File: config.mk
export PLATFORM = sky130hd
export DESIGN_NAME = blkdma_ctrl
export DESIGN_NICKNAME = d
export VERILOG_FILES = /design/src/rtl/blkdma_pkg.sv /design/src/rtl/blkdma_geom.sv /design/src/rtl/blkdma_pack.sv /design/src/rtl/blkdma_regs.sv /design/src/rtl/blkdma_ctrl.sv
export SDC_FILE = /design/constraint.sdc
export NUM_CORES = 1
export LEC_CHECK = 0
export CORE_MARGIN = 10
export CORE_UTILIZATION = 30
export DETAILED_ROUTE_END_ITERATION = 16
export GPL_ROUTABILITY_DRIVEN = 0
export PLACE_DENSITY = 0.55
export SLEW_MARGIN = 20
export SYNTH_ARGS = -nofsm -noshare
export SYNTH_HDL_FRONTEND = slang
export SYNTH_SLANG_ARGS = --single-unit
File: constraint.sdc
create_clock -name clk -period 2.4 [get_ports clk]
set_input_delay 0.24 -clock clk [delete_from_list [all_inputs] [get_ports clk]]
set_output_delay 0.24 -clock clk [all_outputs]
set_load 0.005 [all_outputs]
File: src/rtl/blkdma_pkg.sv
package blkdma_pkg;

    localparam int REG_W = 32;

    // Register indexes
    localparam logic [1:0] RIDX_CMD  = 2'd0;
    localparam logic [1:0] RIDX_LBN  = 2'd1;
    localparam logic [1:0] RIDX_BASE = 2'd2;
    localparam logic [1:0] RIDX_STAT = 2'd3;

    // Bit positions
    localparam int CMD_GO_BIT   = 0;
    localparam int STAT_ACK_BIT = 0;
    localparam int STAT_BUSY    = 0;
    localparam int STAT_EBUSY   = 1;
    localparam int STAT_ERANGE  = 2;
    localparam int STAT_IRQ     = 3;

    typedef enum logic [2:0] {
        XS_IDLE,
        XS_REQ,
        XS_FILL,
        XS_PUSH,
        XS_DONE
    } xfer_state_t;

    function automatic int wbits(input int n);
        return (n <= 1) ? 1 : $clog2(n);
    endfunction

endpackage

File: src/rtl/blkdma_geom.sv
module blkdma_geom #(
    parameter int SECTS = 32,
    parameter int SURFS = 4,
    parameter int SEC_W = 5,
    parameter int SRF_W = 2,
    parameter int TRK_W = 5
) (
    input  logic [blkdma_pkg::REG_W-1:0] lbn_i,
    output logic [SEC_W-1:0]             sector_o,
    output logic [SRF_W-1:0]             surface_o,
    output logic [TRK_W-1:0]             track_o
);
    localparam int CYL = SECTS * SURFS;

    logic [blkdma_pkg::REG_W-1:0] per_trk;

    always_comb begin
        per_trk   = lbn_i / blkdma_pkg::REG_W'(SECTS);
        sector_o  = SEC_W'(lbn_i % blkdma_pkg::REG_W'(SECTS));
        surface_o = SRF_W'(per_trk % blkdma_pkg::REG_W'(SURFS));
        track_o   = TRK_W'(lbn_i / blkdma_pkg::REG_W'(CYL));
    end
endmodule

File: src/rtl/blkdma_pack.sv
module blkdma_pack #(
    parameter int WORD_W = 64
) (
    input  logic              clk,
    input  logic              rst_n,
    input  logic              take_i,
    input  logic [7:0]        byte_i,
    input  logic              clear_i,
    output logic [WORD_W-1:0] word_o,
    output logic              full_o
);
    localparam int LANES = WORD_W / 8;
    localparam int CNT_W = blkdma_pkg::wbits(LANES + 1);

    logic [CNT_W-1:0] cnt_q;

    always_ff @(posedge clk or negedge rst_n) begin
        if (!rst_n)
            cnt_q <= '0;
        else if (clear_i)
            cnt_q <= '0;
        else if (take_i)
            cnt_q <= cnt_q + 1'b1;
    end

    for (genvar g = 0; g < LANES; g++) begin : g_lane
        always_ff @(posedge clk or negedge rst_n) begin
            if (!rst_n)
                word_o[g*8 +: 8] <= 8'h00;
            else if (take_i && !clear_i && cnt_q == CNT_W'(g))
                word_o[g*8 +: 8] <= byte_i;
        end
    end

    assign full_o = (cnt_q == CNT_W'(LANES));

    // the lane counter never runs past one word
    a_r4_fill_bound: assert property (@(posedge clk) disable iff (!rst_n)
        cnt_q <= CNT_W'(LANES));
    // no byte is taken into a full word
    a_r4_no_take_when_full: assert property (@(posedge clk) disable iff (!rst_n)
        full_o |-> !take_i);
endmodule

File: src/rtl/blkdma_regs.sv
module blkdma_regs (
    input  logic                          clk,
    input  logic                          rst_n,
    input  logic                          we_i,
    input  logic [1:0]                    addr_i,
    input  logic [blkdma_pkg::REG_W-1:0]  wdata_i,
    input  logic                          busy_i,
    input  logic                          done_i,
    input  logic                          range_rej_i,
    output logic                          start_o,
    output logic [blkdma_pkg::REG_W-1:0]  lbn_o,
    output logic [blkdma_pkg::REG_W-1:0]  base_o,
    output logic                          irq_o,
    output logic [blkdma_pkg::REG_W-1:0]  rdata_o
);
    import blkdma_pkg::*;

    logic cmd_go, ack, err_busy_q, err_range_q;

    assign cmd_go  = we_i && addr_i == RIDX_CMD  && wdata_i[CMD_GO_BIT];
    assign ack     = we_i && addr_i == RIDX_STAT && wdata_i[STAT_ACK_BIT];
    assign start_o = cmd_go && !busy_i;

    always_ff @(posedge clk or negedge rst_n) begin
        if (!rst_n) begin
            lbn_o  <= '0;
            base_o <= '0;
        end else if (we_i && !busy_i) begin
            if (addr_i == RIDX_LBN)  lbn_o  <= wdata_i;
            if (addr_i == RIDX_BASE) base_o <= wdata_i;
        end
    end

    always_ff @(posedge clk or negedge rst_n) begin
        if (!rst_n) begin
            err_busy_q  <= 1'b0;
            err_range_q <= 1'b0;
            irq_o       <= 1'b0;
        end else begin
            if (cmd_go && busy_i)         err_busy_q  <= 1'b1;
            else if (ack)                 err_busy_q  <= 1'b0;
            if (range_rej_i)              err_range_q <= 1'b1;
            else if (ack)                 err_range_q <= 1'b0;
            if (done_i || range_rej_i)    irq_o       <= 1'b1;
            else if (ack)                 irq_o       <= 1'b0;
        end
    end

    always_comb begin
        rdata_o = '0;
        unique case (addr_i)
            RIDX_CMD:  rdata_o = '0;
            RIDX_LBN:  rdata_o = lbn_o;
            RIDX_BASE: rdata_o = base_o;
            RIDX_STAT: begin
                rdata_o[STAT_BUSY]   = busy_i;
                rdata_o[STAT_EBUSY]  = err_busy_q;
                rdata_o[STAT_ERANGE] = err_range_q;
                rdata_o[STAT_IRQ]    = irq_o;
            end
            default:   rdata_o = '0;
        endcase
    end

    // a pending interrupt survives until acknowledged
    a_r8_irq_holds: assert property (@(posedge clk) disable iff (!rst_n)
        irq_o && !ack |=> irq_o);
    // a command during a transfer raises the busy error
    a_r9_busy_cmd_flag: assert property (@(posedge clk) disable iff (!rst_n)
        cmd_go && busy_i |=> err_busy_q);
    // programming registers are frozen while busy
    a_r11_regs_frozen: assert property (@(posedge clk) disable iff (!rst_n)
        busy_i |=> $stable(lbn_o) && $stable(base_o));
endmodule

File: src/rtl/blkdma_ctrl.sv
module blkdma_ctrl #(
    parameter int SECT_BYTES      = 512,
    parameter int SECTS_PER_TRACK = 32,
    parameter int SURFACES        = 4,
    parameter int NUM_BLOCKS      = 4096,
    parameter int WORD_W          = 64,
    localparam int SEC_W  = blkdma_pkg::wbits(SECTS_PER_TRACK),
    localparam int SRF_W  = blkdma_pkg::wbits(SURFACES),
    localparam int TRK_W  = blkdma_pkg::wbits(NUM_BLOCKS / (SECTS_PER_TRACK * SURFACES)),
    localparam int AW     = blkdma_pkg::REG_W
) (
    input  logic              clk,
    input  logic              rst_n,
    input  logic              reg_we,
    input  logic [1:0]        reg_addr,
    input  logic [AW-1:0]     reg_wdata,
    output logic [AW-1:0]     reg_rdata,
    output logic              irq,
    output logic              st_req_valid,
    input  logic              st_req_ready,
    output logic [SRF_W-1:0]  st_surface,
    output logic [TRK_W-1:0]  st_track,
    output logic [SEC_W-1:0]  st_sector,
    input  logic              st_data_valid,
    output logic              st_data_ready,
    input  logic [7:0]        st_data,
    output logic              dma_valid,
    input  logic              dma_ready,
    output logic [AW-1:0]     dma_addr,
    output logic [WORD_W-1:0] dma_data
);
    import blkdma_pkg::*;

    localparam int WBYTES = WORD_W / 8;
    localparam int WORDS  = SECT_BYTES / WBYTES;
    localparam int IDX_W  = wbits(WORDS);
    localparam int SH     = $clog2(WBYTES);

    xfer_state_t state_q, state_d;

    logic          start, range_bad, range_rej, busy, done;
    logic [AW-1:0] lbn, base;
    logic          pk_full, take, push_fire, last_word;
    logic [IDX_W-1:0] word_idx_q;

    blkdma_regs u_regs (
        .clk        (clk),
        .rst_n      (rst_n),
        .we_i       (reg_we),
        .addr_i     (reg_addr),
        .wdata_i    (reg_wdata),
        .busy_i     (busy),
        .done_i     (done),
        .range_rej_i(range_rej),
        .start_o    (start),
        .lbn_o      (lbn),
        .base_o     (base),
        .irq_o      (irq),
        .rdata_o    (reg_rdata)
    );

    blkdma_geom #(
        .SECTS(SECTS_PER_TRACK), .SURFS(SURFACES),
        .SEC_W(SEC_W), .SRF_W(SRF_W), .TRK_W(TRK_W)
    ) u_geom (
        .lbn_i    (lbn),
        .sector_o (st_sector),
        .surface_o(st_surface),
        .track_o  (st_track)
    );

    blkdma_pack #(.WORD_W(WORD_W)) u_pack (
        .clk    (clk),
        .rst_n  (rst_n),
        .take_i (take),
        .byte_i (st_data),
        .clear_i(push_fire),
        .word_o (dma_data),
        .full_o (pk_full)
    );

    assign range_bad = (lbn >= AW'(NUM_BLOCKS));
    assign range_rej = start && range_bad;
    assign take      = st_data_valid && st_data_ready;
    assign push_fire = dma_valid && dma_ready;
    assign last_word = (word_idx_q == IDX_W'(WORDS - 1));
    assign dma_addr  = base + ({{(AW-IDX_W){1'b0}}, word_idx_q} << SH);

    // State register
    always_ff @(posedge clk or negedge rst_n) begin
        if (!rst_n) state_q <= XS_IDLE;
        else        state_q <= state_d;
    end

    // Next state
    always_comb begin
        state_d = state_q;
        unique case (state_q)
            XS_IDLE: if (start && !range_bad) state_d = XS_REQ;
            XS_REQ:  if (st_req_ready)        state_d = XS_FILL;
            XS_FILL: if (pk_full)             state_d = XS_PUSH;
            XS_PUSH: if (dma_ready)           state_d = last_word ? XS_DONE : XS_FILL;
            XS_DONE:                          state_d = XS_IDLE;
            default:                          state_d = XS_IDLE;
        endcase
    end

    // State outputs
    always_comb begin
        st_req_valid  = 1'b0;
        st_data_ready = 1'b0;
        dma_valid     = 1'b0;
        done          = 1'b0;
        busy          = 1'b1;
        unique case (state_q)
            XS_IDLE: busy          = 1'b0;
            XS_REQ:  st_req_valid  = 1'b1;
            XS_FILL: st_data_ready = !pk_full;
            XS_PUSH: dma_valid     = 1'b1;
            XS_DONE: done          = 1'b1;
            default: busy          = 1'b0;
        endcase
    end

    always_ff @(posedge clk or negedge rst_n) begin
        if (!rst_n)         word_idx_q <= '0;
        else if (start)     word_idx_q <= '0;
        else if (push_fire) word_idx_q <= word_idx_q + 1'b1;
    end

    // memory write held under backpressure
    a_r6_dma_hold: assert property (@(posedge clk) disable iff (!rst_n)
        dma_valid && !dma_ready |=> dma_valid && $stable(dma_addr) && $stable(dma_data));
    // storage request held under backpressure
    a_r6_req_hold: assert property (@(posedge clk) disable iff (!rst_n)
        st_req_valid && !st_req_ready |=> st_req_valid && $stable(st_sector)
            && $stable(st_surface) && $stable(st_track));
    // completion raises the interrupt as busy drops
    a_r7_irq_at_end: assert property (@(posedge clk) disable iff (!rst_n)
        state_q == XS_DONE |=> irq && state_q == XS_IDLE);
    // out-of-range command interrupts without leaving idle
    a_r10_reject_idle: assert property (@(posedge clk) disable iff (!rst_n)
        start && range_bad |=> irq && state_q == XS_IDLE);
    // an accepted command leads to a storage request
    a_r3_start_req: assert property (@(posedge clk) disable iff (!rst_n)
        start && !range_bad |=> st_req_valid);
endmodule

======== Word-level counts from Yosys, hierarchy flattened ========
Index checks and enable logic that the tools add are counted.
Widths: inputs -> output; s select.
storage, ports and cells
  flip-flop bits (word level) ............. 144
  output and inout port bits .............. 144
  logic and storage cells ................. 98
cells by class
  add/subtract/negate cells ............... 3
  magnitude comparators ................... 1
  equal/unequal tests ..................... 20
  mux-type cells .......................... 21
  reduce and logical (&&, ||, !) cells .... 37
operators by type and width
  kind                  count
  $pmux 28 s2           1
  $add 32x9->32         1
  $ge 32x13->1 const B  1
  $logic_and 1x1->1     20
  $eq 4x3->1 const B    4
  $pmux 4 s4            1
  $mux 3                5
  $mux 6                2
  $pmux 3 s4            1
  $reduce_bool 2->1     5
  $mux 1                9
  $eq 4x2->1 const B    2
  $mux 4                2
  $ne 2x2->1 const B    4
  $add 6x1->6 const B   1
  $eq 3x2->1 const B    2
  $eq 6x6->1 const B    1
  $add 4x1->4 const B   1
  $eq 2x2->1 const B    2
  $eq 4x1->1 const B    1
  $eq 4x4->1 const B    1
  $logic_not 1->1       4
  $logic_not 4->1       1
  $reduce_and 2->1      2
  other kinds (8)       8

======== Depth between registers and ports, before layout ========
  depth after elaboration ................. 8
  depth in mapped cells ................... 8

======== By module ========
A second synthesis with hierarchy kept.
unflattened totals
  cells, all modules ...................... 574
  area, all modules ....................... 7533.5 µm²
modules (own cells, without submodules)
  module       instances  cells each  area an instance (µm²)  sequential area each (µm²)
  blkdma_regs  1          226         3323.2                  1676.6
  blkdma_pack  1          163         2771.4                  1701.6
  blkdma_ctrl  1          173         1348.8                  225.2
  blkdma_geom  1          12          90.1                    0.0

======== Least setup slack after synthesis ========
Ideal clock, no wire load.
  path type ............................... register -> register
  start ................................... reg u_pack.cnt_q[0]
  end ..................................... reg u_pack.word_o[56]
  library setup time ...................... 125 ps
  data arrival time ....................... 2028 ps
  required time ........................... 2275 ps
  setup slack ............................. 247 ps
  cell stages (with the launch flop) ...... 9
  path buffers ............................ 1
  period minus slack after synthesis ...... 2153 ps
  cell sequence ........................... dfrtp_1 -> inv_1 -> ha_1 -> and3b_1 -> nor4b_4 -> and3_1 -> buf_2 -> nand2_4 -> mux2_4
between the ends
  word-level cells in the longest chain between the ends .. 6
  elaborated cells on any way between the ends .. 7
  classes of those cells .................. 2 x eq/ne; 1 x mux; 4 x reduce/logical
RTL lines
  element                          line                source
  from (decl)                      blkdma_pack.sv:15   logic [CNT_W-1:0] cnt_q;
  from (signal assigned)           blkdma_pack.sv:23   cnt_q <= cnt_q + 1'b1;
  $eq 4x4->1                       blkdma_pack.sv:35   assign full_o = (cnt_q == CNT_W'(LANES));
  $logic_not 1->1                  blkdma_ctrl.sv:118  XS_FILL: st_data_ready = !pk_full;
  $mux 1                           blkdma_ctrl.sv:115  unique case (state_q)
  via st_data_ready                blkdma_ctrl.sv:25   output logic st_data_ready,
  $logic_and 1x1->1                blkdma_ctrl.sv:84   assign take = st_data_valid && st_data_ready;
  $logic_and 1x1->1 (2 in a row)   blkdma_pack.sv:30   else if (take_i && !clear_i && cnt_q == CNT_W'(g))
  to (signal, indexed assignment)  blkdma_pack.sv:31   word_o[g*8 +: 8] <= byte_i;
  to (decl)                        blkdma_pack.sv:9    output logic [WORD_W-1:0] word_o,
The timed path passes the listed nets, and every way through them passes these cells.
A chain may end at the register's enable or synchronous reset.

======== Final worst setup path ========
  start ................................... reg word_idx_q[0]
  end ..................................... out dma_addr[25]
between the ends
  word-level cells in the longest chain between the ends .. 1
RTL lines
  element                 line                source
  from (decl)             blkdma_ctrl.sv:44   logic [IDX_W-1:0] word_idx_q;
  from (signal assigned)  blkdma_ctrl.sv:128  else if (push_fire) word_idx_q <= word_idx_q + 1'b1;
  $add 32x9->32           blkdma_ctrl.sv:87   assign dma_addr = base + ({{(AW-IDX_W){1'b0}}, word_idx_q} << SH);
  to (decl)               blkdma_ctrl.sv:29   output logic [AW-1:0] dma_addr,
Every way passes these cells.

==> run_results.csv <==
group,metric,value,unit
synth,async_reset_ff_share,100.0,%
cells_and_area,num-nets-final,875,
worst_setup_path,cp_max_fo,12,
synth,synth_edf_count,0,
synth,synth_common_cells,"144 x dfrtp_1, 81 x mux2_2, 40 x mux2_4",
power_and_ir_drop,fin_total_pwr,11.00,mW
die,die_area,30510,µm²
drt,wl,23630,µm
place,placed_area,9802,µm²
sta,slew_violations,0,
drt,drt_iter0_markers,324,
worst_setup_path,critPathLaunch,"word_idx_q[0]",
cells_and_area,final_core_utilization,46.16,%
global_routing,grt_max_degree,50,
die,std_cell_rows,56,
min_path,hold_path.class,"in2async",
sta,fin_crit_sh,108.9,%
global_routing,grt_pass1_wl,36130,µm
cts,path_clk_slew,0.07,ns
synth,yosysTopAreaCell,"dfrtp_1",
sta,fin_ws,-0.2125,ns
cts,cts_made_buffers,17,
cts,tritoncts,"yes",
drt,drc,0,
sta,worst_pin_slew,0.5074,ns
synth,avgSynthCellArea,12.68,µm²
global_routing,grt_pass1_vias,5983,
worst_setup_path,regToRegSetupSlack,0.09,ns
worst_setup_path,worst_r2r_path_depth,8,
cells_and_area,drive_gt1_share,37.91,%
drt,wl_met2,12180,µm
place,post-place-ws,-0.3376,ns
drt,dr.pass1.iters,5,
drt,avgRoutedWirePerCell,20.66,µm
die,boundaryPins,192,
synth,synth.most_common_cell,"dfrtp_1",
die,coreArea,23540,µm²
drt,vias,5501,
worst_setup_path,startpoint_type,"flop",
cts,root_buffer,"clkbuf_16",
worst_setup_path,r2r_end,"u_pack.word_o[44]",
sta,rsz0062_at_grt,"true",
outcome,failed_checks,"negative setup slack",
worst_setup_path,critical_path.endpoint_type,"output port",
cts,worstSkewPairLatency,0.42,ns
power_and_ir_drop,powerDensity,1012,nW/µm²
cells_and_area,post-route-cell-area,10870,µm²
cells_and_area,seq_area,3605,µm²
cts,cts_max_level,4,
cells_and_area,area_growth_syn_to_layout,51.39,%
synth,synth_cell_type_count,43,
job,max_cap_violations,0,
synth,synth_ff_type,"dfrtp_1",
power_and_ir_drop,p_leak,5.022,nW
power_and_ir_drop,irDropWorstVdd,0.3976,mV
synth,synth.area.top_cells,"dfrtp_1 50%, mux2_2 13%, mux2_4 8.4%, a22oi_1 2.9%, ha_1 2.8%",
worst_setup_path,arrival,2.37,ns
drt,route.met3.wl,1235,µm
global_routing,gr-total-overflow,0,
synth,synth_cells,566,
global_routing,antenna_found_initial,2,
sta,clock_skew,0.01056,ns
sta,fin_hold_ws,0.3274,ns
die,die_w,174.7,µm
sta,relSlewSlack,66.05,%
drt,wl_met1,9728,µm
cts,clockBufferDepth,2,
die,initial_core_util,30.49,%
die,die_y,174.7,µm
synth,synth_area,7178,µm²
sta,fmax,382.8,MHz
place,dp_hpwl,17180,µm
synth,ys_seq_area_share,50.20,%
cts,cts_num_sinks,144,
drt,avgViaCountPerCell,4.809,
synth,syn_nets,631,
global_routing,grt_usage,15.10,%
worst_setup_path,critPathKind,"reg2out",
drt,top_layer,"met4",
cells_and_area,fillers,2183,
sta,finalSetupViolCount,19,
outcome,status,"complete, but fails checks",
cells_and_area,multi_input_area,3744,µm²
sta,finalHoldViolCount,0,
drt,detail-route-antenna-nets,0,
sta,finalCriticalPeriod,2.612,ns
synth,synth_top_area_share,50.20,%
worst_setup_path,regToRegStartpoint,"u_pack.cnt_q[0]",
place,port_buffers,191,
worst_setup_path,worstPathRequired,2.16,ns
synth,yosysWarnings,0,
synth,ys_ff_latch,144,
-- stage by stage --
stage                     setup TNS, ns  cells
after floorplan                       0    566
after global placement           -3.645   1090
after detailed placement         -4.192   1090
after CTS                        -1.906   1128
after global routing             -4.275   1144
final                            -2.177   1144
-- where the power goes --
part           leakage [nW]  internal (mW)  switching, mW
sequential             1.81           3.26          0.643
clock                 0.276           1.38           1.19
combinational          2.94           2.87           1.66
total                  5.02           7.51           3.48
-- critical path: stages (launching register included) --
cell	delay, ns
dfrtp_1	0.39
ha_4	0.16
fa_2	0.19
a21o_1	0.17
nand3_2	0.12
a21oi_4	0.19
buf_12	0.15
nand4_1	0.16
xnor2_2	0.26
buf_2	0.16
-- how the worst max path moves through the flow --
| stage | slack (ns) | depth (start not counted) | endpoint |
|---|---|---|---|
| finish | -0.21 | 9 | dma_addr[25] |
| global route | -0.33 | 9 | dma_addr[25] |
| CTS | -0.24 | 9 | dma_addr[25] |
| detailed placement | -0.34 | 7 | dma_addr[22] |
| global placement | -0.28 | 7 | dma_addr[22] |
| floorplan | 0.25 | 8 | u_pack.word_o[56] |
-- per-layer routing --
layer  up-vias  track usage [%]
li1       2513                -
met1      2818            17.28
met2       145            26.55
met3        25            4.182
met4         0            5.087
met5         -                0
-- flip-flops by register name (all words and copies together), names as in the netlist, 3 cells and up --
name	flops
state_q	3
u_pack.word_o	64
u_pack.cnt_q	4
word_idx_q	6
u_regs.lbn_o	32
u_regs.base_o	32
-- cell families (layout without fill, tap and decap cells) --
kind of cell,after synthesis,in the layout,share of synthesized area (%)
flops,144,144,50.20
simple gates,138,138,11.26
mux,131,131,22.61
compound gates,59,59,5.630
buf+inv,44,301,3.207
xor+xnor,33,33,4.027
fa+ha+maj,17,17,3.068
other cells,0,2,0
-- repair_timing --
| item | in CTS | in global routing |
|---|---|---|
| gates cloned | 0 | 2 |
| endpoints found under the setup margin | 33 | 58 |
| setup buffers | 5 | 12 |
| hold buffers | 1 | 0 |
| endpoints found under the hold margin | 47 | 0 |
| resized for setup | 139 | 45 |
| pin swaps | 25 | 11 |
-- final cells by class --
cell class,instances,area share (%)
inverter,5,0.1727
multi-input combinational,378,34.45
clock inverter,15,1.313
clock buffer,17,3.915
sequential,144,33.17
timing repair buffer,264,23.26
antenna,2,0.04606
tap,319,3.673
-- placed cells by master, fill, tap and decap left out, types with 7 or more instances in the layout --
cell             synthesis  layout
clkdlybuf4s50_1          0     158
dfrtp_1                144     143
mux2_2                  81      81
buf_4                   16      56
mux2_4                  40      40
a22oi_1                 28      27
nor2b_1                 29      25
buf_2                    4      23
clkbuf_16                0      19
nor2_1                  22      17
nand2_1                 19      16
nand3_1                 18      13
xor2_1                  14      12
xnor2_1                 19      12
buf_12                   0      10
nand4_1                  9       9
mux2_1                   8       8
ha_4                     0       8
ha_1                    16       8
xnor2_2                  0       7
a21oi_1                 11       7
(Power assumes the default switching activity.)
